[src/rtl/ptc_pkg.sv]
`timescale 1ns/1ps
package ptc_pkg;

  typedef enum logic [2:0] {
    TK_MCHK  = 3'd0,
    TK_ALIGN = 3'd1,
    TK_INTR  = 3'd2,
    TK_CALL  = 3'd3,
    TK_ARITH = 3'd4,
    TK_ILLOP = 3'd5
  } trap_kind_e;

  localparam int NBANK = 8;

  // banked integer registers: 8..14 and 25
  function automatic bit is_banked(int idx);
    return ((idx >= 8) && (idx <= 14)) || (idx == 25);
  endfunction

  function automatic int bank_slot(int idx);
    return (idx == 25) ? 7 : (idx - 8);
  endfunction

  function automatic int bank_reg(int slot);
    return (slot == 7) ? 25 : (slot + 8);
  endfunction

endpackage

[src/rtl/ptc_vec_sel.sv]
`timescale 1ns/1ps
module ptc_vec_sel
  import ptc_pkg::*;
#(
  parameter int ADDR_W    = 32,
  parameter int OFS_MCHK  = 'h401,
  parameter int OFS_ALIGN = 'h301,
  parameter int OFS_INTR  = 'h101,
  parameter int OFS_CALL  = 'h2001,
  parameter int OFS_ILLOP = 'h081
) (
  input  trap_kind_e          kind,
  output logic [ADDR_W-1:0]   ofs,
  output logic                skip_insn
);

  always_comb begin
    skip_insn = 1'b0;
    case (kind)
      TK_MCHK:  ofs = ADDR_W'(OFS_MCHK);
      TK_ALIGN: ofs = ADDR_W'(OFS_ALIGN);
      TK_INTR:  ofs = ADDR_W'(OFS_INTR);
      TK_CALL: begin
        ofs       = ADDR_W'(OFS_CALL);
        skip_insn = 1'b1;
      end
      default:  ofs = ADDR_W'(OFS_ILLOP);
    endcase
  end

endmodule

[src/rtl/ptc_seq.sv]
`timescale 1ns/1ps
module ptc_seq
  import ptc_pkg::*;
#(
  parameter int ADDR_W    = 32,
  parameter int BASE_RST  = 'h4000,
  parameter int RESET_OFS = 'h001
) (
  input  logic              clk,
  input  logic              rst_n,
  input  logic              req_valid,
  input  logic [2:0]        req_kind,
  input  logic              rei_valid,
  input  logic              step,
  input  logic              base_wr,
  input  logic [ADDR_W-1:0] base_data,
  output logic [ADDR_W-1:0] pc_q,
  output logic [ADDR_W-1:0] exc_q,
  output logic              swap_req,
  output logic              swap_to,
  output logic              arm_q,
  output logic              aerr_q
);

  localparam logic [ADDR_W-1:0] PC_RST   = ADDR_W'(BASE_RST + RESET_OFS);
  localparam logic [ADDR_W-1:0] BASE_INI = ADDR_W'(BASE_RST);
  localparam logic [ADDR_W-1:0] INSN_B   = ADDR_W'(4);

  trap_kind_e        kind, eff_kind;
  logic [ADDR_W-1:0] base_q, ofs;
  logic              skip_insn, priv;
  logic              is_arith, take_req, take_ill, do_ret, enter;
  logic [ADDR_W-1:0] pc_d, exc_d;
  logic              pc_en, exc_en, arm_d, aerr_d;

  assign kind     = trap_kind_e'(req_kind);
  assign priv     = pc_q[0];
  assign is_arith = req_valid && (kind == TK_ARITH);
  assign take_req = req_valid && !is_arith;
  assign take_ill = rei_valid && !req_valid && !priv;
  assign do_ret   = rei_valid && !req_valid && priv;
  assign enter    = take_req || take_ill;
  assign eff_kind = take_req ? kind : TK_ILLOP;

  ptc_vec_sel #(.ADDR_W(ADDR_W)) u_vec (
    .kind      (eff_kind),
    .ofs       (ofs),
    .skip_insn (skip_insn)
  );

  always_comb begin
    pc_d     = pc_q;
    pc_en    = 1'b0;
    exc_d    = exc_q;
    exc_en   = 1'b0;
    swap_req = 1'b0;
    swap_to  = 1'b0;
    arm_d    = 1'b0;
    aerr_d   = is_arith;
    if (enter) begin
      pc_d  = base_q + ofs;
      pc_en = 1'b1;
      if (!((eff_kind == TK_INTR) && priv)) begin
        exc_d  = skip_insn ? (pc_q + INSN_B) : pc_q;
        exc_en = 1'b1;
      end
      if (!priv) begin
        swap_req = 1'b1;
        swap_to  = 1'b1;
      end
    end else if (do_ret) begin
      pc_d  = exc_q;
      pc_en = 1'b1;
      arm_d = 1'b1;
      if (!exc_q[0]) begin
        swap_req = 1'b1;
        swap_to  = 1'b0;
      end
    end else if (step && !is_arith) begin
      pc_d  = pc_q + INSN_B;
      pc_en = 1'b1;
    end
  end

  always_ff @(posedge clk or negedge rst_n) begin
    if (!rst_n) begin
      pc_q   <= PC_RST;
      exc_q  <= '0;
      base_q <= BASE_INI;
      arm_q  <= 1'b0;
      aerr_q <= 1'b0;
    end else begin
      if (pc_en)   pc_q   <= pc_d;
      if (exc_en)  exc_q  <= exc_d;
      if (base_wr) base_q <= base_data;
      arm_q  <= arm_d;
      aerr_q <= aerr_d;
    end
  end

  AST_ARITH_HOLDS_PC: assert property (@(posedge clk) disable iff (!rst_n)
    (req_valid && req_kind == 3'd4) |=> $stable(pc_q) && $stable(exc_q));

  AST_PRIV_INTR_KEEPS_EXC: assert property (@(posedge clk) disable iff (!rst_n)
    (req_valid && req_kind == 3'd2 && pc_q[0]) |=> $stable(exc_q));

  AST_RETURN_TARGET: assert property (@(posedge clk) disable iff (!rst_n)
    (rei_valid && !req_valid && pc_q[0]) |=> (pc_q == $past(exc_q)));

  AST_ARM_CAUSE: assert property (@(posedge clk) disable iff (!rst_n)
    arm_q |-> $past(rei_valid && !req_valid && pc_q[0]));

endmodule

[src/rtl/ptc_shadow_rf.sv]
`timescale 1ns/1ps
module ptc_shadow_rf
  import ptc_pkg::*;
#(
  parameter int NREG   = 32,
  parameter int DATA_W = 32
) (
  input  logic                    clk,
  input  logic                    rst_n,
  input  logic                    wr_en,
  input  logic [$clog2(NREG)-1:0] wr_idx,
  input  logic [DATA_W-1:0]       wr_data,
  input  logic [$clog2(NREG)-1:0] rd_idx,
  output logic [DATA_W-1:0]       rd_data,
  input  logic                    swap_req,
  input  logic                    swap_to,
  output logic                    sh_q,
  output logic                    swap_err_q
);

  localparam int IDX_W = $clog2(NREG);

  logic [NREG-1:0][DATA_W-1:0]  main_v;
  logic [NBANK-1:0][DATA_W-1:0] shad_v;
  logic                         swap_do;

  assign swap_do = swap_req && (swap_to != sh_q);
  assign rd_data = main_v[rd_idx];

  for (genvar i = 0; i < NREG; i++) begin : g_main
    localparam bit BK = is_banked(i);
    localparam int SL = BK ? bank_slot(i) : 0;
    logic [DATA_W-1:0] r_q, r_d;
    logic              r_en;
    if (BK) begin : g_bk
      always_comb begin
        r_en = swap_do || (wr_en && (wr_idx == IDX_W'(i)));
        r_d  = swap_do ? shad_v[SL] : wr_data;
      end
    end else begin : g_plain
      always_comb begin
        r_en = wr_en && (wr_idx == IDX_W'(i));
        r_d  = wr_data;
      end
    end
    always_ff @(posedge clk or negedge rst_n) begin
      if (!rst_n)    r_q <= '0;
      else if (r_en) r_q <= r_d;
    end
    assign main_v[i] = r_q;
  end

  for (genvar k = 0; k < NBANK; k++) begin : g_shad
    localparam int RI = bank_reg(k);
    logic [DATA_W-1:0] s_q;
    always_ff @(posedge clk or negedge rst_n) begin
      if (!rst_n)       s_q <= '0;
      else if (swap_do) s_q <= main_v[RI];
    end
    assign shad_v[k] = s_q;
  end

  always_ff @(posedge clk or negedge rst_n) begin
    if (!rst_n) begin
      sh_q       <= 1'b1;
      swap_err_q <= 1'b0;
    end else begin
      if (swap_do) sh_q <= swap_to;
      swap_err_q <= swap_req && !swap_do;
    end
  end

  AST_SWAP_TAKES_EFFECT: assert property (@(posedge clk) disable iff (!rst_n)
    (swap_req && (swap_to != sh_q)) |=> (sh_q == $past(swap_to)));

  AST_REDUNDANT_SWAP_HOLDS: assert property (@(posedge clk) disable iff (!rst_n)
    (swap_req && (swap_to == sh_q)) |=> $stable(sh_q));

  AST_SWAP_ERR_CAUSE: assert property (@(posedge clk) disable iff (!rst_n)
    swap_err_q |-> $past(swap_req));

endmodule

[src/rtl/priv_trap_ctl.sv]
`timescale 1ns/1ps
module priv_trap_ctl #(
  parameter int ADDR_W   = 32,
  parameter int DATA_W   = 32,
  parameter int NREG     = 32,
  parameter int BASE_RST = 'h4000
) (
  input  logic                    clk,
  input  logic                    rst_n,
  input  logic                    req_valid_i,
  input  logic [2:0]              req_kind_i,
  input  logic                    rei_valid_i,
  input  logic                    step_i,
  input  logic                    base_wr_i,
  input  logic [ADDR_W-1:0]       base_data_i,
  input  logic                    rf_wr_i,
  input  logic [$clog2(NREG)-1:0] rf_wr_idx_i,
  input  logic [DATA_W-1:0]       rf_wr_data_i,
  input  logic [$clog2(NREG)-1:0] rf_rd_idx_i,
  output logic [DATA_W-1:0]       rf_rd_data_o,
  output logic [ADDR_W-1:0]       pc_o,
  output logic [ADDR_W-1:0]       npc_o,
  output logic [ADDR_W-1:0]       exc_addr_o,
  output logic                    shadow_o,
  output logic                    priv_o,
  output logic                    intr_arm_o,
  output logic                    arith_err_o,
  output logic                    swap_err_o
);

  logic swap_req, swap_to;

  ptc_seq #(.ADDR_W(ADDR_W), .BASE_RST(BASE_RST)) u_seq (
    .clk       (clk),
    .rst_n     (rst_n),
    .req_valid (req_valid_i),
    .req_kind  (req_kind_i),
    .rei_valid (rei_valid_i),
    .step      (step_i),
    .base_wr   (base_wr_i),
    .base_data (base_data_i),
    .pc_q      (pc_o),
    .exc_q     (exc_addr_o),
    .swap_req  (swap_req),
    .swap_to   (swap_to),
    .arm_q     (intr_arm_o),
    .aerr_q    (arith_err_o)
  );

  ptc_shadow_rf #(.NREG(NREG), .DATA_W(DATA_W)) u_rf (
    .clk        (clk),
    .rst_n      (rst_n),
    .wr_en      (rf_wr_i),
    .wr_idx     (rf_wr_idx_i),
    .wr_data    (rf_wr_data_i),
    .rd_idx     (rf_rd_idx_i),
    .rd_data    (rf_rd_data_o),
    .swap_req   (swap_req),
    .swap_to    (swap_to),
    .sh_q       (shadow_o),
    .swap_err_q (swap_err_o)
  );

  assign npc_o  = pc_o + ADDR_W'(4);
  assign priv_o = pc_o[0];

  AST_PRIV_ENTRY_NO_SWAP: assert property (@(posedge clk) disable iff (!rst_n)
    (req_valid_i && req_kind_i != 3'd4 && pc_o[0]) |=> $stable(shadow_o));

  AST_STEP_ADVANCE: assert property (@(posedge clk) disable iff (!rst_n)
    (step_i && !req_valid_i && !rei_valid_i) |=> (pc_o == $past(npc_o)));

endmodule

[config.mk]
export PLATFORM = sky130hd
export DESIGN_NAME = priv_trap_ctl
export DESIGN_NICKNAME = d
export VERILOG_FILES = /design/src/rtl/ptc_pkg.sv /design/src/rtl/ptc_vec_sel.sv /design/src/rtl/ptc_seq.sv /design/src/rtl/ptc_shadow_rf.sv /design/src/rtl/priv_trap_ctl.sv
export SDC_FILE = /design/constraint.sdc
export NUM_CORES = 2
export LEC_CHECK = 0
export ABC_AREA = 1
export BUFFER_PORTS_ARGS = -buffer_cell sky130_fd_sc_hd__buf_4
export CELL_PAD_IN_SITES_DETAIL_PLACEMENT = 1
export CELL_PAD_IN_SITES_GLOBAL_PLACEMENT = 1
export CORE_ASPECT_RATIO = 1.25
export CORE_MARGIN = 8
export CORE_UTILIZATION = 30
export DETAILED_ROUTE_END_ITERATION = 10
export HOLD_SLACK_MARGIN = 0.08
export PLACE_DENSITY = 0.52
export SYNTH_ARGS = -nofsm -noshare
export SYNTH_HDL_FRONTEND = slang
export SYNTH_HIERARCHICAL = 1
export SYNTH_SLANG_ARGS = --single-unit
[constraint.sdc]
create_clock -name clk -period 3.98 [get_ports clk]
set_clock_uncertainty 0.15 [all_clocks]
set_input_delay 0.398 -clock clk [delete_from_list [all_inputs] [get_ports clk]]
set_output_delay 0.398 -clock clk [all_outputs]
set_load 0.02 [all_outputs]
Yosys cells after proc, flatten, opt, wreduce, memory -nomap -nowiden
Index checks and enable logic that the tools add are counted.
{"block": "totals", "register_bits": 1380, "in_bits": 84, "output_inout_bits": 133, "wordCells": 175}
{"block": "op_classes", "add_sub_neg": 2, "order_cmp": 1, "n_eq_ne": 36, "muxes": 29, "bitwise": 1, "n_reduce_logical": 59}
{"operator": "2-to-1 mux 32 bit", "count": 13}
{"operator": "binary-select mux 32 bit (select 5 bit)", "count": 1}
{"operator": "equality test 5 bit, second input constant", "count": 16}
{"operator": "one-hot mux 14 bit (4 select lines)", "count": 1}
{"operator": "logical AND 1 bit", "count": 41}
{"operator": "equality test 5 x 4 -> 1 bit, second input constant", "count": 8}
{"operator": "adder 32 x 14 -> 32 bit", "count": 1}
{"operator": "adder 32 x 3 -> 32 bit, second input constant", "count": 1}
{"operator": "equality test 5 x 3 -> 1 bit, second input constant", "count": 4}
{"operator": "2-to-1 mux 1 bit", "count": 13}
{"operator": "equality test 5 x 2 -> 1 bit, second input constant", "count": 2}
{"operator": "logical OR 1 bit", "count": 9}
{"operator": "equality test 3 x 2 -> 1 bit, second input constant", "count": 2}
{"operator": "< comparator 5 x 6 -> 1 bit, second input constant", "count": 1}
{"operator": "equality test 5 x 1 -> 1 bit, second input constant", "count": 1}
{"operator": "logical NOT 5 bit", "count": 1}
{"operator": "logical NOT 1 bit", "count": 4}
{"operator": "equality test 3 x 1 -> 1 bit, second input constant", "count": 1}
{"operator": "equality test 3 bit, second input constant", "count": 1}
{"operator": "logical NOT 3 bit", "count": 1}
{"operator": "2-to-1 mux 3 bit", "count": 1}
{"operator": "AND reduction 3 bit", "count": 1}
{"operator": "nonzero test 3 bit", "count": 1}
{"operator": "AND reduction 2 bit", "count": 1}
{"operator": "other kinds (2)", "count": 2}

Longest topological paths before layout
{"block": "depth", "depth_word": 10, "mapped_depth": 20, "ltp_nobuf": 20}

By module
Netlist, hierarchy kept.
{"mod": "ptc_shadow_rf", "n_inst": 1, "cells_per_inst": 7187, "area_per_inst_um2": 57764.2, "seq_area_each_um2": 32082.0}
{"mod": "ptc_seq", "n_inst": 1, "cells_per_inst": 1184, "area_per_inst_um2": 7708.6, "seq_area_each_um2": 2456.1}
{"mod": "priv_trap_ctl", "n_inst": 1, "cells_per_inst": 178, "area_per_inst_um2": 917.1, "seq_area_each_um2": 0.0}
{"mod": "ptc_vec_sel", "n_inst": 1, "cells_per_inst": 40, "area_per_inst_um2": 270.3, "seq_area_each_um2": 0.0}

Least setup slack after synthesis
Ideal clock, no wire load.
{"block": "synth_path", "kind": "input to register", "from": "in req_kind_i[1]", "to": "reg u_seq.pc_q[15]", "setup_ns": 0.124, "t_arrival_ns": 2.380, "t_required_ns": 3.706, "setup_slack_ns": 1.326, "path_stages": 16, "n_path_buf": 1, "path_cell_list": "inv_1 > nand3_2 > nand2_2 > or2_2 > nor3_2 > buf_4 > ha_1 > nand2_1 > inv_1 > nand2_1 > inv_1 > a21oi_1 > nand2_1 > or2_2 > nand3_1 > a21oi_1"}
{"block": "synth_via", "elab_chain_cells": 9, "elab_cells_between_ends": 19, "classes_between": "add/sub (1); eq/ne (4); mux (6); reduce/logical (8)"}
{"element": "start, declared", "line_no": "priv_trap_ctl.sv:11", "text": "input logic [2:0] req_kind_i,"}
{"element": "equality test 3 bit *", "line_no": "ptc_seq.sv:38", "text": "assign is_arith = req_valid && (kind == TK_ARITH);"}
{"element": "logical AND 1 bit *", "line_no": "ptc_seq.sv:38"}
{"element": "logical NOT 1 bit *", "line_no": "ptc_seq.sv:39", "text": "assign take_req = req_valid && !is_arith;"}
{"element": "logical AND 1 bit *", "line_no": "ptc_seq.sv:39"}
{"element": "2-to-1 mux 3 bit *", "line_no": "ptc_seq.sv:43", "text": "assign eff_kind = take_req ? kind : TK_ILLOP;"}
{"element": "via u_seq.eff_kind[2]", "line_no": "ptc_seq.sv:29", "text": "trap_kind_e kind, eff_kind;"}
{"element": "equality test 3 x 2 -> 1 bit (tied with other cells)", "line_no": "ptc_vec_sel.sv:19", "text": "case (kind)"}
{"element": "one-hot mux 14 bit (4 select lines) *", "line_no": "ptc_vec_sel.sv:19"}
{"element": "via u_seq.ofs[13]", "line_no": "ptc_seq.sv:30", "text": "logic [ADDR_W-1:0] base_q, ofs;"}
{"element": "adder 32 x 14 -> 32 bit *", "line_no": "ptc_seq.sv:61", "text": "pc_d = base_q + ofs;"}
{"element": "2-to-1 mux 32 bit *", "line_no": "ptc_seq.sv:60", "text": "if (enter) begin"}
{"element": "end signal, assigned", "line_no": "ptc_seq.sv:93", "text": "if (pc_en) pc_q <= pc_d;"}
{"element": "end, declared", "line_no": "ptc_seq.sv:17", "text": "output logic [ADDR_W-1:0] pc_q,"}
The timed path passes the listed nets; every way through them passes the cells marked *.
A chain may end at the register's enable or synchronous reset.

Worst setup path in the final report
{"block": "layout_path", "from": "reg u_seq.pc_q[0]", "to": "reg u_seq.exc_q[18]"}
{"block": "layout_via", "elab_chain_cells": 5, "elab_cells_between_ends": 10, "classes_between": "add/sub (1); mux (3); bitwise (1); reduce/logical (5)"}
{"element": "parallel branches: the longest is 5 deep, another holds adder 32 x 3 -> 32 bit"}
{"element": "end signal, assigned", "line_no": "ptc_seq.sv:88", "text": "exc_q <= '0;"}
{"element": "end signal, assigned", "line_no": "ptc_seq.sv:94", "text": "if (exc_en) exc_q <= exc_d;"}
{"element": "end, declared", "line_no": "ptc_seq.sv:18", "text": "output logic [ADDR_W-1:0] exc_q,"}
Parallel ways; which one is timed is not known.

==> summary.txt <==
Status
  – Status: finished clean

GRT
  – Met1 GRT Util: slightly below 30%
  – Global Route met2 Usage: 41.49%
  – Gr usage total: a little under a quarter
  – First-pass GRT wire length: between 400 and 500 mm
  – Total gr overflow: 0
  – Vias in the first global route: about 63000
  – Largest net degree at the start of global routing: 110
  – Initial antenna violation count: 9
  – Met3 usage: roughly 2.4%
  – Most Crowded Layer GR: met2

Floorplan
  – I/O Pins: between 200 and 250
  – Initial Utilization: between 30% and 40%
  – Die Y: 543.0 um
  – Site Rows: between 150 and 200
  – Die Area: roughly 240000 sq um
  – Chip width: approximately 440 um
  – CORE AREA: 221000 sq um

Timing
  – Worst-margin pin slew: approximately 1.3 ns
  – Setup TNS: 0 ns
  – Period minus WS final: 3.649 ns
  – Slew Viols, Final: 0
  – Final number of hold-violating endpoints: 0
  – Max-slew headroom: about 15%
  – Fmax: around 0.27 GHz
  – Final worst setup slack: roughly 0.33 ns
  – # setup viols final: 0
  – RSZ-0062 raised after global routing: no
  – Tcrit/Tclk final: about nine tenths

Placed design
  – RD Place Congestion: 0.8091
  – Placed Cells: approximately 11000
  – Detail Placement HPWL: around 180 mm
  – Setup WS pre-CTS: 0.5303 ns
  – Port bufs: between 200 and 250

Layout
  – Share of layout cells above drive strength 1: around a tenth
  – Finished Layout Cells: 11730
  – Area delta synth->final: 17.35%
  – Util after Layout: a little over a third
  – Nets@finish: between 8000 and 9000

Worst setup path
  – Critical path class: register to register
  – Critical Path AT: 4.15 ns
  – Crit Path Max Fanout: 33
  – Req. time, crit path: roughly 4.5 ns
  – Worst Setup End Kind: register
  – Setup crit start kind: register

Synth
  – Post-synth EDFFs: 0
  – Leading post-synthesis cells by cell area: dfrtp_1 52%, nand2_1 21%, o21ai_0 6.6%
  – Total of warnings raised by yosys: 6
  – Yosys top cell area share: 51.65%
  – Mapped Area: approximately 67000 sq um
  – Mapped Avg Cell Area: a little under 8 sq um
  – Most frequent cell after synthesis: nand2_1
  – Cell variety after synth: 45
  – Dominant synthesized flop cell: dfrtp_1
  – Async SR Flop Fraction: 100.0%
  – Synth cell count leaders: 3706 x nand2_1, 1376 x dfrtp_1, 879 x o21ai_0, 843 x nand3_1, 341 x clkbuf_1
  – Seq/Total Area, Yosys: approximately 52%
  – FF+latch count, synth: ~1400
  – Top cell type by total area after synthesis: dfrtp_1
  – Mapped Cells: 8589

Clock tree
  – CTS sink count: around 1400
  – CTS Buf Count: ~170
  – CTS tree: yes
  – Clock Latency Late Sink: slightly above 0.8 ns
  – Root Buffer Master: clkbuf_16
  – Clock-pin slew on the worst setup and hold paths: ~0.060 ns
  – CTS H-Tree Depth: 4
  – Max clock buf depth: 4
  – CTS-repair resized insts: 0

Drt
  – Post-route ant nets: 0
  – Pre-antenna DRT Iters: 6
  – Via count: approximately 59000
  – Residual DRC count: 0
  – WL/cell: 23.67 um
  – Vias per cell: about 5.1
  – Drt total wl: ~280 mm
  – DRT iter0 DRCs: ~3600

Power
  – Pint: 31.01 mW
  – Clk pwr share: around a third
  – Sequential share of power: 43.2%
  – Net Sw Power: approximately 16 mW
  – Switching Share: between 30% and 40%
  – P_leak: 37.14 nW
  – PD cells: 604.4 nW/um^2
  – Comb pwr share: around a quarter
  – Worst IR Drop VDD: about 0.33 mV

Hold path
  – Hold Crit Class: input port to asynchronous set/reset pin

Run
  – Max cap viols: 0
critical path, cell delays in order, from the launching register on:
cell           delay, ns
dfstp_2             0.59
inv_1               0.14
nor3_1              0.20
dlygate4sd3_1       0.57
nand3_1             0.08
dlygate4sd3_1       0.58
nand2_2             0.19
buf_4               0.41
inv_2               0.30
o211ai_1            0.17
o21ai_0             0.11
stage by stage:
step	instance area [sq um]	hold slack (ns)	total power, mW
floorplan	66750	-0.04759	27.01
detailed placement	71720	0.2370	32.01
global route	78220	0.1084	50.26
finish	78230	0.1022	47.28
global placement	71720	0.2334	31.57
CTS	78220	0.08458	47.98
placed cells by master (no fill, tap or decap), types with 9 or more instances in the layout:
cell type	n
nand3_2	10
o221ai_1	97
dfrtp_1	1376
o211ai_1	169
xor2_1	17
buf_12	61
buf_4	354
clkbuf_8	39
mux2_2	32
nor2_1	174
dlygate4sd3_1	105
ha_1	33
bufinv_16	9
nand3_1	836
nand2_1	3686
conb_1	27
clkinv_2	33
clkbuf_1	32
nor2_4	10
o21ai_1	54
o21ai_0	879
nand3b_1	23
a21oi_1	103
inv_1	316
inv_2	22
nand2_2	46
clkbuf_16	172
logic make-up (layout without fill, tap and decap cells):
group           count (synthesis)  count (layout)  synth area share (%)
xor+xnor                       26              26                0.3529
flops                        1380            1380                 51.81
compound gates               1322            1322                 11.18
fa+ha+maj                      34              34                0.6494
other cells                     2              30               0.01127
buf+inv                       972            1157                 6.130
simple gates                 4821            4821                 29.32
mux                            32              32                0.5406
cell type report:
class	count	area [sq um]
clock buffers	243	4961
well taps	2925	3660
diodes	3	7.507
flip-flops and latches	1380	34540
clock inverters	47	486.7
multi-input cells	6262	28260
fillers	26430	142700
repair buffers	524	4999
inverters	343	1316
worst paths after layout:
check	to	cells past startpoint	start	slack (ns)
max in group asynchronous	u_rf/g_main[19].r_q[26]	3	rst_n	2.25
min in group clk	u_rf/g_main[24].r_q[22]	5	rf_wr_idx_i[2]	0.17
setup reg to reg	u_seq/exc_q[18]	10	u_seq/pc_q[0]	0.33
hold reg to reg	u_rf/g_shad[4].s_q[2]	2	u_rf/g_shad[4].s_q[2]	0.33
setup / recovery	u_seq/exc_q[18]	10	u_seq/pc_q[0]	0.33
hold / removal	u_rf/g_shad[0].s_q[1]	2	rst_n	0.10
flip-flops by register name, summed over array words and instances, names as in the netlist:
name             count
u_seq/pc_q          32
u_rf/swap_err_q      1
u_seq/aerr_q         1
u_rf/g_main.r_q   1024
u_seq/base_q        32
u_seq/exc_q         32
u_seq/arm_q          1
u_rf/sh_q            1
u_rf/g_shad.s_q    256
layer usage:
layer,vias to the layer above,wire length [um]
met5,-,0
met4,0,7724
met3,353,8154
met2,893,140500
met1,30140,121100
li1,27940,-
power groups by stage:
stage               clock network, mW  registers, mW  logic (mW)
global placement                    0           20.5        11.1
global route                     16.5           20.9        12.8
detailed placement                  0           20.6        11.4
CTS                              16.0           20.4        11.5
finish                           15.5           20.4        11.3
floorplan                           0           20.0        7.03
repair_timing:
action | in CTS | in global routing
buffers inserted | 0 | 0
endpoints found under the hold margin | 829 | 0
hold buffers | 105 | 0
Note: power is estimated with default switching activity, not from simulation.
